File: config.mk
export PLATFORM = sky130hd
export DESIGN_NAME = lane_xbar
export DESIGN_NICKNAME = d
export VERILOG_FILES = /design/src/rtl/lane_xbar_pkg.sv /design/src/rtl/lane_xbar_ctrl.sv /design/src/rtl/lane_xbar_dp.sv /design/src/rtl/lane_xbar.sv
export SDC_FILE = /design/constraint.sdc
export NUM_CORES = 1
export LEC_CHECK = 0
export BUFFER_PORTS_ARGS = -buffer_cell sky130_fd_sc_hd__buf_2
export CORE_AREA = 2 2 48 54
export CTS_CLUSTER_DIAMETER = 100
export CTS_CLUSTER_SIZE = 28
export DETAILED_ROUTE_END_ITERATION = 16
export DIE_AREA = 0 0 50 56
export PLACE_DENSITY = 0.76
export RECOVER_POWER = 25
export SLEW_MARGIN = 0
export SYNTH_ARGS = -nofsm -noshare
export SYNTH_HDL_FRONTEND = slang
export SYNTH_SLANG_ARGS = --single-unit
File: constraint.sdc
create_clock -name clk -period 1.4 [get_ports clk]
set_clock_uncertainty 0.2 [all_clocks]
set_input_delay 0.28 -clock clk [delete_from_list [all_inputs] [get_ports clk]]
set_output_delay 0.28 -clock clk [all_outputs]
set_load 0.005 [all_outputs]
File: src/rtl/lane_xbar_pkg.sv
package lane_xbar_pkg;

  // Per-lane strobes passed from the routing control to the datapath.
  typedef struct packed {
    logic bTakesA;  // B transmitter repeats the A receive stream
    logic srcAOk;   // source feeding the A transmitter is present
    logic srcBOk;   // source feeding the B transmitter is present
    logic drvAOk;   // A transmitter itself is allowed to drive
    logic drvBOk;   // B transmitter itself is allowed to drive
  } laneStrobe_t;

endpackage

File: src/rtl/lane_xbar_ctrl.sv
module lane_xbar_ctrl
  import lane_xbar_pkg::*;
#(
  parameter int LANES = 4
) (
  input  logic             clk,
  input  logic             rstN,
  input  logic             lbStrapN,
  input  logic             lbLoad,
  input  logic [LANES-1:0] lbValue,
  input  logic [LANES-1:0] sigA,
  input  logic [LANES-1:0] sigB,
  input  logic [LANES-1:0] inDisA,
  input  logic [LANES-1:0] inDisB,
  input  logic [LANES-1:0] outDisA,
  input  logic [LANES-1:0] outDisB,
  input  logic [LANES-1:0] pwrDnNA,
  input  logic [LANES-1:0] pwrDnNB,
  output logic [LANES-1:0] passThru,
  output laneStrobe_t      strobes [LANES]
);

  logic [LANES-1:0] loopReg;

  // Loopback bits: strap during reset, explicit load afterwards.
  always_ff @(posedge clk) begin
    if (!rstN) begin
      loopReg <= {LANES{lbStrapN}};
    end else if (lbLoad) begin
      loopReg <= lbValue;
    end
  end

  assign passThru = loopReg;

  for (genvar ln = 0; ln < LANES; ln++) begin : g_lane
    logic availA;
    logic availB;
    logic crossOn;

    // A receive stream is usable only if powered, input on and signal valid.
    assign availA  = pwrDnNA[ln] & ~inDisA[ln] & sigA[ln];
    assign availB  = pwrDnNB[ln] & ~inDisB[ln] & sigB[ln];
    // Loopback steers A receive to B transmit unless A's input is off (mux).
    assign crossOn = ~loopReg[ln] & ~inDisA[ln];

    always_comb begin
      strobes[ln].bTakesA = crossOn;
      strobes[ln].srcAOk  = availA;
      strobes[ln].srcBOk  = crossOn ? availA : availB;
      strobes[ln].drvAOk  = pwrDnNA[ln] & ~outDisA[ln];
      strobes[ln].drvBOk  = pwrDnNB[ln] & ~outDisB[ln];
    end
  end

endmodule

File: src/rtl/lane_xbar_dp.sv
module lane_xbar_dp
  import lane_xbar_pkg::*;
#(
  parameter int LANES = 4
) (
  input  logic             clk,
  input  logic             rstN,
  input  logic [LANES-1:0] rxA,
  input  logic [LANES-1:0] rxB,
  input  laneStrobe_t      strobes [LANES],
  output logic [LANES-1:0] txA,
  output logic [LANES-1:0] txB,
  output logic [LANES-1:0] txEnA,
  output logic [LANES-1:0] txEnB
);

  for (genvar ln = 0; ln < LANES; ln++) begin : g_lane
    logic enANext;
    logic enBNext;
    logic srcBBit;

    assign enANext = strobes[ln].drvAOk & strobes[ln].srcAOk;
    assign enBNext = strobes[ln].drvBOk & strobes[ln].srcBOk;
    assign srcBBit = strobes[ln].bTakesA ? rxA[ln] : rxB[ln];

    always_ff @(posedge clk) begin
      if (!rstN) begin
        txA[ln]   <= 1'b0;
        txB[ln]   <= 1'b0;
        txEnA[ln] <= 1'b0;
        txEnB[ln] <= 1'b0;
      end else begin
        txEnA[ln] <= enANext;
        txEnB[ln] <= enBNext;
        txA[ln]   <= enANext & rxA[ln];
        txB[ln]   <= enBNext & srcBBit;
      end
    end
  end

endmodule

File: src/rtl/lane_xbar.sv
module lane_xbar
  import lane_xbar_pkg::*;
#(
  parameter int LANES = 4
) (
  input  logic             clk,
  input  logic             rstN,
  input  logic             lbStrapN,
  input  logic             lbLoad,
  input  logic [LANES-1:0] lbValue,
  input  logic [LANES-1:0] rxA,
  input  logic [LANES-1:0] rxB,
  input  logic [LANES-1:0] sigA,
  input  logic [LANES-1:0] sigB,
  input  logic [LANES-1:0] inDisA,
  input  logic [LANES-1:0] inDisB,
  input  logic [LANES-1:0] outDisA,
  input  logic [LANES-1:0] outDisB,
  input  logic [LANES-1:0] pwrDnNA,
  input  logic [LANES-1:0] pwrDnNB,
  output logic [LANES-1:0] txA,
  output logic [LANES-1:0] txB,
  output logic [LANES-1:0] txEnA,
  output logic [LANES-1:0] txEnB,
  output logic [LANES-1:0] passThru
);

  laneStrobe_t strobes [LANES];

  lane_xbar_ctrl #(.LANES(LANES)) u_ctrl (
    .clk      (clk),
    .rstN     (rstN),
    .lbStrapN (lbStrapN),
    .lbLoad   (lbLoad),
    .lbValue  (lbValue),
    .sigA     (sigA),
    .sigB     (sigB),
    .inDisA   (inDisA),
    .inDisB   (inDisB),
    .outDisA  (outDisA),
    .outDisB  (outDisB),
    .pwrDnNA  (pwrDnNA),
    .pwrDnNB  (pwrDnNB),
    .passThru (passThru),
    .strobes  (strobes)
  );

  lane_xbar_dp #(.LANES(LANES)) u_dp (
    .clk     (clk),
    .rstN    (rstN),
    .rxA     (rxA),
    .rxB     (rxB),
    .strobes (strobes),
    .txA     (txA),
    .txB     (txB),
    .txEnA   (txEnA),
    .txEnB   (txEnB)
  );

endmodule

==> results_dict.tcl <==
set metrics [dict create \
    power_density_nw_per_um2 960 \
    dp_hpwl_mm 1.72 \
    cts_buffer_depth 2 \
    synthCells 75 \
    grt.overflow.total 0 \
    diodes 0 \
    hold_violations 0 \
    worstSkewPairLatency_ns 0.29 \
    via_per_inst 4.50 \
    clk_pin_slew_worst_paths_ns 0.12 \
    relSlewSlack 0.628 \
    post-route-drc-count 0 \
    grt_max_degree 15 \
    die_x_um 50 \
    area_delta_synth_final_pct 67.8 \
    grt_pass1_vias 855 \
    finalSetupViolCount 0 \
    ys_types 15 \
    grt_first_pass_wirelength_mm 3.51 \
    r2r_cells 3 \
    wl_mm 2.12 \
    nets 205 \
    dr.first_iter.drc_count 6 \
    fin_util 0.590 \
    htree_num_levels 1 \
    rows 18 \
    vias 837 \
    synth_area_um2 785 \
    crit_required_ns 0.92 \
    vdd_ir_drop_max_uv 538 \
    final_common_cell "buf_2" \
    comb_power_share 0.141 \
    tightest_slew_ns 0.557 \
    cts_tree "done" \
    initial_core_util 0.352 \
    seqPwrFrac 0.493 \
    cap_violations 0 \
    finalMaxSlewViolations 0 \
    fp.dieH_um 56 \
    cp.depth 1 \
    setup.worst_path.class "reg2out" \
    cts_root_buf "clkbuf_4" \
    cp_data_arrival_time_ns 0.90 \
    die_area_um2 2800 \
    gp_congestion 0.746 \
    grt.total_usage 0.163 \
    avgRoutedWirePerCell_um 11.4 \
    core_area_um2 2230 \
    cp-start-kind "flop" \
    hold_path_depth 3 \
    syn_area_per_cell_um2 10.5 \
    antenna_left 0 \
    rsz0062_at_grt "yes" \
    crit_fanout 3 \
    min_path_type "in2reg" \
    crit_buf_inv 1 \
    syn_nets 123 \
    switching_share 0.202 \
    power_frac_clock 0.366 \
    clock-sinks 20 \
    ys_ff_latch 20 \
    intPower_mw 1.01 \
    p_sw_mw 0.256 \
    seq_area_frac_synth 0.561 \
    max_freq_mhz 727 \
    cpLargestDelayFamily "flip-flops" \
    ioPinCount 68 \
    fin_tns_setup_ns 0 \
    crit_slowest_cell "edfxtp_1" \
    leakagePower_nw 0.653 \
    antenna_found_initial 0 \
    status "finished clean" \
    path_cells "buf_2" \
    ys.warnings.count 0 \
    post-route-period-util 0.982 \
    hold_slack_ns 0.0458 \
    port-buffer-count 67 \
    cts_buffers 3 \
    crit_path_max_incr_delay_ns 0.45 \
    final_cell_mix "66 x buf_2, 16 x dfxtp_1" \
    period_needed_ns 1.38 \
    drive_above_1_share 0.494 \
    drt_first_pass_iters 3 \
    critPathCaptureType "output pin" \
]
[sequential cells by signal, indices dropped and copies added, names as in the netlist]
| signal | flops |
|---|---|
| u_ctrl.passThru | 4 |
| u_dp.txA | 4 |
| u_dp.txEnA | 4 |
| u_dp.txEnB | 4 |
| u_dp.txB | 4 |
[power by group through the flow]
| stage | clock [mW] | combinational [mW] | sequential, mW |
|---|---|---|---|
| after global placement | 0 | 0.149 | 0.636 |
| after global routing | 0.511 | 0.199 | 0.626 |
| final | 0.463 | 0.178 | 0.623 |
| after floorplan | 0 | 0.0540 | 0.637 |
| after CTS | 0.479 | 0.178 | 0.623 |
| after detailed placement | 0 | 0.155 | 0.637 |
[kinds of logic after synthesis]
family,Yosys count,synth area share
buffers and inverters,5,0.0255
AND/OR/NAND/NOR,42,0.335
AO/OA/AOI/OAI,8,0.0782
flip-flops,20,0.561
[worst reg2reg max path, delay by kind of cell (launching register included)]
| kind | cells | cell delay (ns) |
|---|---|---|
| flops | 1 | 0.45 |
| buf+inv | 1 | 0.17 |
| simple gates | 1 | 0.37 |
| compound gates | 1 | 0.13 |
[layout make-up]
class | instances | area [um^2]
multi-input combinational | 50 | 334
tap | 30 | 37.5
clock buffer | 3 | 22.5
fill | 227 | 913
timing repair buffer | 78 | 437
clock inverter | 1 | 30.0
inverter | 4 | 15.0
sequential | 20 | 440
[repair_timing]
item	CTS	global route
pin swaps	0	1
gates resized for setup	0	3
endpoints found under the setup margin	1	6
cloned	0	0
setup buffers	1	0
hold buffers	8	0
endpoints found under the hold margin	8	0
[cells in the mapped netlist]
library cell,n,share of area
and2_1,4,0.032
buf_2,1,0.0064
inv_1,4,0.019
nand2b_1,2,0.016
nor3b_1,4,0.038
nor2_1,8,0.038
or4b_1,4,0.051
nand3b_1,8,0.077
edfxtp_1,4,0.15
nand2_1,8,0.038
dfxtp_1,16,0.41
o32a_2,1,0.014
a21oi_1,4,0.026
or3b_1,4,0.045
o32a_1,3,0.038
[through the flow]
step / std cells / instance area [um^2] / setup WS [ns] / power, mW
after detailed placement: 173 / 1170 / -0.0140 / 0.791
after global placement: 173 / 1170 / 0.0607 / 0.785
after CTS: 186 / 1310 / 0.0149 / 1.28
after global routing: 186 / 1320 / -0.0285 / 1.34
final: 186 / 1320 / 0.0248 / 1.26
after floorplan: 75 / 785 / 0.127 / 0.691
[metal layers]
layer  GRT usage  up-vias  routed length [um]
met4      0.0714        0                  27
met5           0        -                   0
met3      0.0323        2                 132
li1            -      434                   -
met1       0.162      367                 787
met2       0.312       34                1170
[worst paths after layout]
kind / slack [ns] / end / start
worst min register to register: 0.41 / u_dp.txEnB[3]$_SDFF_PN0_ / u_ctrl.passThru[3]$_DFFE_PP_
worst max-delay path: 0.02 / passThru[2] / u_ctrl.passThru[2]$_DFFE_PP_
worst max register to register: 0.05 / u_dp.txB[2]$_SDFF_PN0_ / u_ctrl.passThru[2]$_DFFE_PP_
worst min-delay path: 0.05 / u_dp.txB[2]$_SDFF_PN0_ / outDisB[2]
No activity file was read; power rests on OpenSTA's default activity.
